`config.mk`:
```
export PLATFORM = sky130hd
export DESIGN_NAME = cellguard_top
export DESIGN_NICKNAME = d
export VERILOG_FILES = /design/src/rtl/cellguard_pkg.sv /design/src/rtl/cg_qual_timer.sv /design/src/rtl/cg_trip_latch.sv /design/src/rtl/cg_sleep_ctrl.sv /design/src/rtl/cellguard_top.sv
export SDC_FILE = /design/constraint.sdc
export NUM_CORES = 1
export LEC_CHECK = 0
export BUFFER_PORTS_ARGS = -buffer_cell sky130_fd_sc_hd__buf_4
export CORE_UTILIZATION = 39
export CTS_BUF_LIST = sky130_fd_sc_hd__clkbuf_4
export DETAILED_ROUTE_END_ITERATION = 12
export PLACE_DENSITY = 0.56
export SYNTH_ARGS = -nofsm -noshare
export SYNTH_HDL_FRONTEND = slang
export SYNTH_SLANG_ARGS = --single-unit
```
`constraint.sdc`:
```
create_clock -name clk -period 6.1 [get_ports clk]
set_clock_uncertainty 0.1 [all_clocks]
set_input_delay 0.915 -clock clk [delete_from_list [all_inputs] [get_ports clk]]
set_output_delay 0.915 -clock clk [all_outputs]
set_load 0.01 [all_outputs]
```
`src/rtl/cellguard_pkg.sv`:
```
package cellguard_pkg;
  localparam int CG_CELLS = 4;
  localparam int CG_DLY_W = 16;

  // Cells monitored for a given cell-count select: reduced mode drops the top cell.
  function automatic logic [CG_CELLS-1:0] active_mask(input logic full);
    logic [CG_CELLS-1:0] m;
    m = '1;
    if (!full) m[CG_CELLS-1] = 1'b0;
    return m;
  endfunction

  // Next value of a qualification counter.
  function automatic logic [CG_DLY_W-1:0] qual_next(input logic qual, input logic tick,
                                                    input logic [CG_DLY_W-1:0] cnt,
                                                    input logic [CG_DLY_W-1:0] limit);
    if (!qual) return '0;
    if (tick && cnt < limit) return cnt + 1'b1;
    return cnt;
  endfunction
endpackage

```
`src/rtl/cg_qual_timer.sv`:
```
module cg_qual_timer #(
  parameter int W = cellguard_pkg::CG_DLY_W
) (
  input  logic         clk,
  input  logic         rst_n,
  input  logic         tick,
  input  logic         qual,
  input  logic [W-1:0] limit,
  output logic         done
);
  logic [W-1:0] cnt;

  always_ff @(posedge clk) begin
    if (!rst_n) cnt <= '0;
    else        cnt <= cellguard_pkg::qual_next(qual, tick, cnt, limit);
  end

  assign done = qual && (cnt >= limit);
endmodule

```
`src/rtl/cg_trip_latch.sv`:
```
module cg_trip_latch (
  input  logic clk,
  input  logic rst_n,
  input  logic set,
  input  logic clr,
  output logic q
);
  always_ff @(posedge clk) begin
    if (!rst_n)   q <= 1'b0;
    else if (clr) q <= 1'b0;
    else if (set) q <= 1'b1;
  end
endmodule

```
`src/rtl/cg_sleep_ctrl.sv`:
```
module cg_sleep_ctrl #(
  parameter int N = cellguard_pkg::CG_CELLS
) (
  input  logic         clk,
  input  logic         rst_n,
  input  logic         wake,
  input  logic         od_trip_any,
  input  logic [N-1:0] oc_now,
  output logic         asleep,
  output logic [N-1:0] keep_oc
);
  always_ff @(posedge clk) begin
    if (!rst_n) begin
      asleep  <= 1'b1;
      keep_oc <= '0;
    end else if (asleep) begin
      if (wake) begin
        asleep  <= 1'b0;
        keep_oc <= '0;
      end
    end else if (od_trip_any) begin
      asleep  <= 1'b1;
      keep_oc <= oc_now;
    end
  end
endmodule

```
`src/rtl/cellguard_top.sv`:
```
module cellguard_top
  import cellguard_pkg::*;
#(
  parameter int N     = CG_CELLS,
  parameter int DLY_W = CG_DLY_W
) (
  input  logic             clk,
  input  logic             rst_n,
  input  logic             tick_en,
  input  logic             four_cell,
  input  logic [DLY_W-1:0] ovc_delay,
  input  logic [DLY_W-1:0] ovd_delay,
  input  logic [N-1:0]     ovc_hi,
  input  logic [N-1:0]     ovc_rel_lo,
  input  logic [N-1:0]     ovd_lo,
  input  logic [N-1:0]     ovd_rel_hi,
  input  logic             chg_present,
  output logic             chg_inhibit,
  output logic             dsg_inhibit,
  output logic [N-1:0]     bleed_en,
  output logic             pwr_down
);
  logic [N-1:0] act;
  logic [N-1:0] keep_oc;
  logic [N-1:0] oc_qual, od_qual;
  logic [N-1:0] oc_done, od_done;
  logic [N-1:0] oc_lat, od_lat;
  logic         asleep;
  logic         ovc_trip_any;
  logic         dsg_trip_any;

  assign act = active_mask(four_cell);

  for (genvar i = 0; i < N; i++) begin : g_cell
    assign oc_qual[i] = ovc_hi[i] && act[i] && (!asleep || keep_oc[i]);
    assign od_qual[i] = ovd_lo[i] && act[i] && !asleep;

    cg_qual_timer #(.W(DLY_W)) u_oc_tmr (
      .clk(clk), .rst_n(rst_n), .tick(tick_en), .qual(oc_qual[i]),
      .limit(ovc_delay), .done(oc_done[i]));

    cg_qual_timer #(.W(DLY_W)) u_od_tmr (
      .clk(clk), .rst_n(rst_n), .tick(tick_en), .qual(od_qual[i]),
      .limit(ovd_delay), .done(od_done[i]));

    cg_trip_latch u_oc_lat (
      .clk(clk), .rst_n(rst_n), .set(oc_done[i]),
      .clr(ovc_rel_lo[i] || !act[i]), .q(oc_lat[i]));

    cg_trip_latch u_od_lat (
      .clk(clk), .rst_n(rst_n), .set(od_done[i]),
      .clr(ovd_rel_hi[i] || !act[i]), .q(od_lat[i]));
  end

  assign ovc_trip_any = |oc_done;
  assign dsg_trip_any = |od_done;

  cg_sleep_ctrl #(.N(N)) u_sleep (
    .clk(clk), .rst_n(rst_n), .wake(chg_present), .od_trip_any(dsg_trip_any),
    .oc_now(ovc_hi & act), .asleep(asleep), .keep_oc(keep_oc));

  assign chg_inhibit = |oc_lat;
  assign dsg_inhibit = |od_lat;
  assign bleed_en    = oc_lat & act;
  assign pwr_down    = asleep;
endmodule

```
[Word level (Yosys, flattened, before mapping)]
Cells that the tools add are included.
Storage, ports and cells
  input port bits: 53
  output and inout port bits: 7
  register bits after elaboration: 141
  logic and storage cells: 180
Cells by class
  $add $sub $neg: 8
  bitwise gates (word level): 3
  eq/ne operators: 1
  order comparisons: 16
  mux-type cells: 79
  reductions and logical operators: 55
Operator list (count)
  $mux 16: 32
  $add 16x1->16 const B: 8
  $ge 16x16->1: 8
  $lt 16x16->1: 8
  $mux 1: 44
  $logic_and 1x1->1: 26
  $reduce_bool 2->1: 9
  $reduce_or 2->1: 8
  $mux 4: 3
  $reduce_or 4->1: 3
  $and 4x4->4: 2
  $logic_or 1x1->1: 6
  $logic_not 1->1: 2
  $ne 2x2->1 const B: 1
  $reduce_and 2->1: 1
  $not 1->1: 1

[Depth between registers and ports, before layout]
  depth in word-level cells: 9
  depth in mapped cells: 11
  mapped depth without buffers: 9

[Hierarchy]
Synthesis repeated with hierarchy kept, for this count alone.
Unflattened totals
  cells, all modules: 1270
  area total of the unflattened synthesis: 10248.6 um^2
Modules (own cells, without submodules)
  cg_qual_timer: instances 8, area an instance 1202.4 um^2, cells each 150, seq. area each 320.3 um^2
  cg_trip_latch: instances 8, area an instance 36.3 um^2, cells each 3, seq. area each 20.0 um^2
  cg_sleep_ctrl: instances 1, area an instance 197.7 um^2, cells each 23, seq. area each 100.1 um^2
  cellguard_top: instances 1, area an instance 141.4 um^2, cells each 23, seq. area each 0.0 um^2

[Least setup slack after synthesis]
OpenSTA, ideal clock, no wires.
  path type: input-to-reg
  from: in ovc_delay[11]
  to: reg g_cell[3].u_oc_tmr.cnt[5]
  path buffers: 1
  setup time: 70 ps
  data required time: 5930 ps
  stages: 10
  slack: 2859 ps
  data arrival time: 3071 ps
  cell sequence: inv_1 > ha_1 > and3_1 > a221o_1 > a21oi_2 > nor2b_2 > or3_1 > clkbuf_2 > or4_1 > a21oi_1
Between the ends
  cells in the longest elaborated chain, start to end: 6
  elaborated cells on any way between the ends: 9
  those cells by class: 1 x order compare; 6 x mux; 2 x reduce/logical
RTL lines
  from (decl): line cellguard_top.sv:11  | input logic [DLY_W-1:0] ovc_delay,
  $lt 16x16->1 *: line cellguard_pkg.sv:18  | if (tick && cnt < limit) return cnt + 1'b1;
  $logic_and 1x1->1 *: line cellguard_pkg.sv:18
  $mux 1 (2 in series): line cellguard_pkg.sv:18
  $mux 1: line cg_qual_timer.sv:14  | if (!rst_n) cnt <= '0;
  $reduce_bool 2->1 (no source line)
  to (signal assigned): line cg_qual_timer.sv:15  | else cnt <= cellguard_pkg::qual_next(qual, tick, cnt, limit);
  to (decl): line cg_qual_timer.sv:11  | logic [W-1:0] cnt;
Every way passes the cells marked *; elsewhere a longest branch is shown, timed or not. The select of a mux whose other input is x is not followed.
A chain may end at the register's enable or synchronous reset.

[Worst setup path in the final report]
  from: in ovc_delay[9]
  to: reg g_cell[1].u_oc_tmr.cnt[14]
Between the ends
  cells in the longest elaborated chain, start to end: 6
  elaborated cells on any way between the ends: 9
  those cells by class: 1 x order compare; 6 x mux; 2 x reduce/logical
RTL lines (line)
  $lt 16x16->1 *: cellguard_pkg.sv:18
  $logic_and 1x1->1 *: cellguard_pkg.sv:18
  $mux 1 (2 in series): cellguard_pkg.sv:18
  $mux 1: cg_qual_timer.sv:14
  $reduce_bool 2->1 (no source line)
  to (signal assigned): cg_qual_timer.sv:15
  to (decl): cg_qual_timer.sv:11
Marks and branches as above.

==> out/qor.yml <==
status:
  run_status: "finished clean"
placed_design:
  place_area_mm2: 0.0109
  dp_hpwl_um: 21400
  numPortBuffers: 59
  gp_congestion: 0.841
cts:
  clock_latency_ps: 580
  htree_num_levels: 4
  path_clk_slew_ps: 160
  cts_sinks: 141
  cts-root-buf: "clkbuf_4"
  cts_tree: "yes"
  cts_setup_buffers: 0
  cts_buffers: 17
  cts_hold_buf: 0
  cts_max_path_buffers: 2
  cts.repair.resized: 0
die:
  dieArea_mm2: 0.0268
  ios: 60
  rows: 58
  fp.coreArea_mm2: 0.0254
  start_util_pct: 40.2
  die_h_um: 164
  die-width_um: 164
timing:
  timing.fmax_mhz: 294
  hold_viol: 0
  hold_slack_ps: 359
  worst_pin_slew_ps: 906
  relSlewSlack_pct: 39.6
  drv_slew: 0
  setup_viol: 0
  layout_min_cycle_time_ps: 3410
  period_share_pct: 55.8
  timing.setup.tns_ps: 0
  grt_setup_unrepaired: "no"
worst_setup_path:
  cp_max_fo: 25
  end_kind: "flip-flop"
  cp.arrival_ps: 3820
  cp_data_required_time_ps: 6510
  worst_setup_path_start_kind: "input pin"
  crit_type: "input pin to flip-flop"
routing:
  drtPass1Iterations: 5
  wire_per_inst_um: 17.8
  wirelength_um: 29200
  ant_nets: 0
  vias_per_cell: 5.95
  first_iter_violations: 762
  drc_errors: 0
  dr_total_vias: 9736
logic_synthesis:
  yosysWarnings: 0
  ys_top_cells_by_area: "dfxtp_1 (28%), ha_1 (17%), a21oi_1 (5.7%)"
  syn_inst: 1263
  synth_top_area_share_pct: 27.6
  synth_top_cell_by_area: "dfxtp_1"
  synth_common_cells: "dfxtp_1 (141), ha_1 (136), nand2_1 (127)"
  netlist_area_mm2: 0.0102
  yosysSeqAreaShare_pct: 27.6
  synth_nets: 1452
  synth_edf_count: 0
  async_flop_share_pct: 0
  synth-main-ff-cell: "dfxtp_1"
  avgSynthCellArea_um2: 8.08
  synth_cell_types: 56
  synth.most_common_cell: "dfxtp_1"
  ys_ff_latch: 141
final_layout:
  stdcell_area_mm2: 0.0112
  syn_to_final_growth_pct: 9.91
  layout-drive-gt1-share_pct: 8.51
  nets: 1480
global_routing:
  grt_first_pass_wirelength_um: 47100
  use_met3_pct: 3.18
  grt_pass1_vias: 9085
  grt.busiest_layer: "met2"
  use_met1_pct: 27.9
  grtUsageMet2_pct: 38.5
  grt_max_degree: 39
  antenna_found_initial: 2
  grt.overflow.total: 0
  gr-usage-all-layers_pct: 22.4
power_and_ir_drop:
  ir_drop_v: 0.000124
  powerDensity_mw_per_mm2: 162
  leakage_nw: 4.79
flow_run:
  max-cap-violations: 0
hold_path:
  worstHoldPathType: "input pin to flip-flop"
flip-flops by register name, indices dropped and copies added, names as in the netlist:
signal               cells
g_cell.u_od_tmr.cnt     64
u_sleep.keep_oc          4
g_cell.u_od_lat.q        4
g_cell.u_oc_tmr.cnt     64
u_sleep.asleep           1
g_cell.u_oc_lat.q        4
report_power, final:
group	total (mW)	leakage, nW	switching (mW)	internal [mW]
clock	0.736	0.167	0.393	0.343
combinational	0.161	3.49	0.101	0.0598
sequential	0.926	1.14	0.00297	0.923
total	1.82	4.79	0.498	1.33
per-layer routing:
metal	part of all wire, %	wire (um)
met1	45	13100
met2	48	14000
met3	3.9	1140
met4	3.2	941
met5	0	0
layout make-up:
cell class | instances | area [um^2]
sequential | 141 | 2820
fill | 2595 | 14200
inverter | 70 | 263
tap | 330 | 413
clock buffer | 20 | 150
multi-input combinational | 997 | 6910
timing repair buffer | 64 | 480
clock inverter | 12 | 185
antenna | 1 | 2.50
worst max-delay path, stage by stage:
cell and delay [ps]:
buf_4 110, inv_1 140, ha_1 270, a21o_1 190, a21o_1 170, a211oi_1 250, o31a_1 220, nand4_1 670
or4_1 740, a21oi_1 150
cells by family (layout without fill, tap and decap cells):
group	count (synthesis)	count (layout)	synth area share [%]
AO/OA/AOI/OAI	347	347	22.4
XOR/XNOR	1	1	0.0858
adder cells (fa/ha/maj)	136	136	16.7
buffers and inverters	125	166	4.72
flip-flops	141	141	27.6
multiplexers	21	21	2.06
other	0	1	0
AND/OR/NAND/NOR	492	492	26.4
layout by cell type (no fill, tap or decap), drive strengths merged, types with 5 or more instances in the layout:
cell,netlist,routed
dfxtp,141,141
nor2,58,58
nor2b,12,12
and3,20,20
nand3,57,57
o21ai,46,46
nand2,127,127
a31o,5,5
nor3,18,18
buf,5,64
o21a,17,17
or3,14,14
mux2i,21,21
and2,13,13
a21o,25,25
or4,52,52
o311ai,12,12
clkbuf,50,20
o31ai,56,56
nand2b,18,18
a41o,19,19
o41ai,6,6
a31oi,24,24
and4,26,26
nand4,60,60
ha,136,136
inv,70,73
a21oi,117,117
through the flow:
stage / std cells / util, % / total power [mW] / setup WS [ps]
2_1_floorplan: 1263 / - / 1.04 / 2860
3_3_place_gp: 1602 / 42.9 / 1.10 / 2190
3_5_place_dp: 1602 / 42.9 / 1.11 / 2080
4_1_cts: 1634 / 44.2 / 1.85 / 2730
5_1_grt: 1635 / 44.2 / 1.90 / 2460
6_report: 1635 / 44.2 / 1.82 / 2690
path summary, 6_finish.rpt:
kind                                                start                    endpoint  slack, ps  depth (start not counted)
worst min-delay path                        ovc_rel_lo[2]        g_cell[2].u_oc_lat.q        360                          2
worst max register to register  g_cell[1].u_oc_tmr.cnt[9]  g_cell[1].u_oc_tmr.cnt[14]       2770                          8
worst min register to register         u_sleep.keep_oc[1]          u_sleep.keep_oc[1]        360                          2
worst max-delay path                         ovc_delay[9]  g_cell[1].u_oc_tmr.cnt[14]       2690                         10
(Power assumes the default switching activity.)
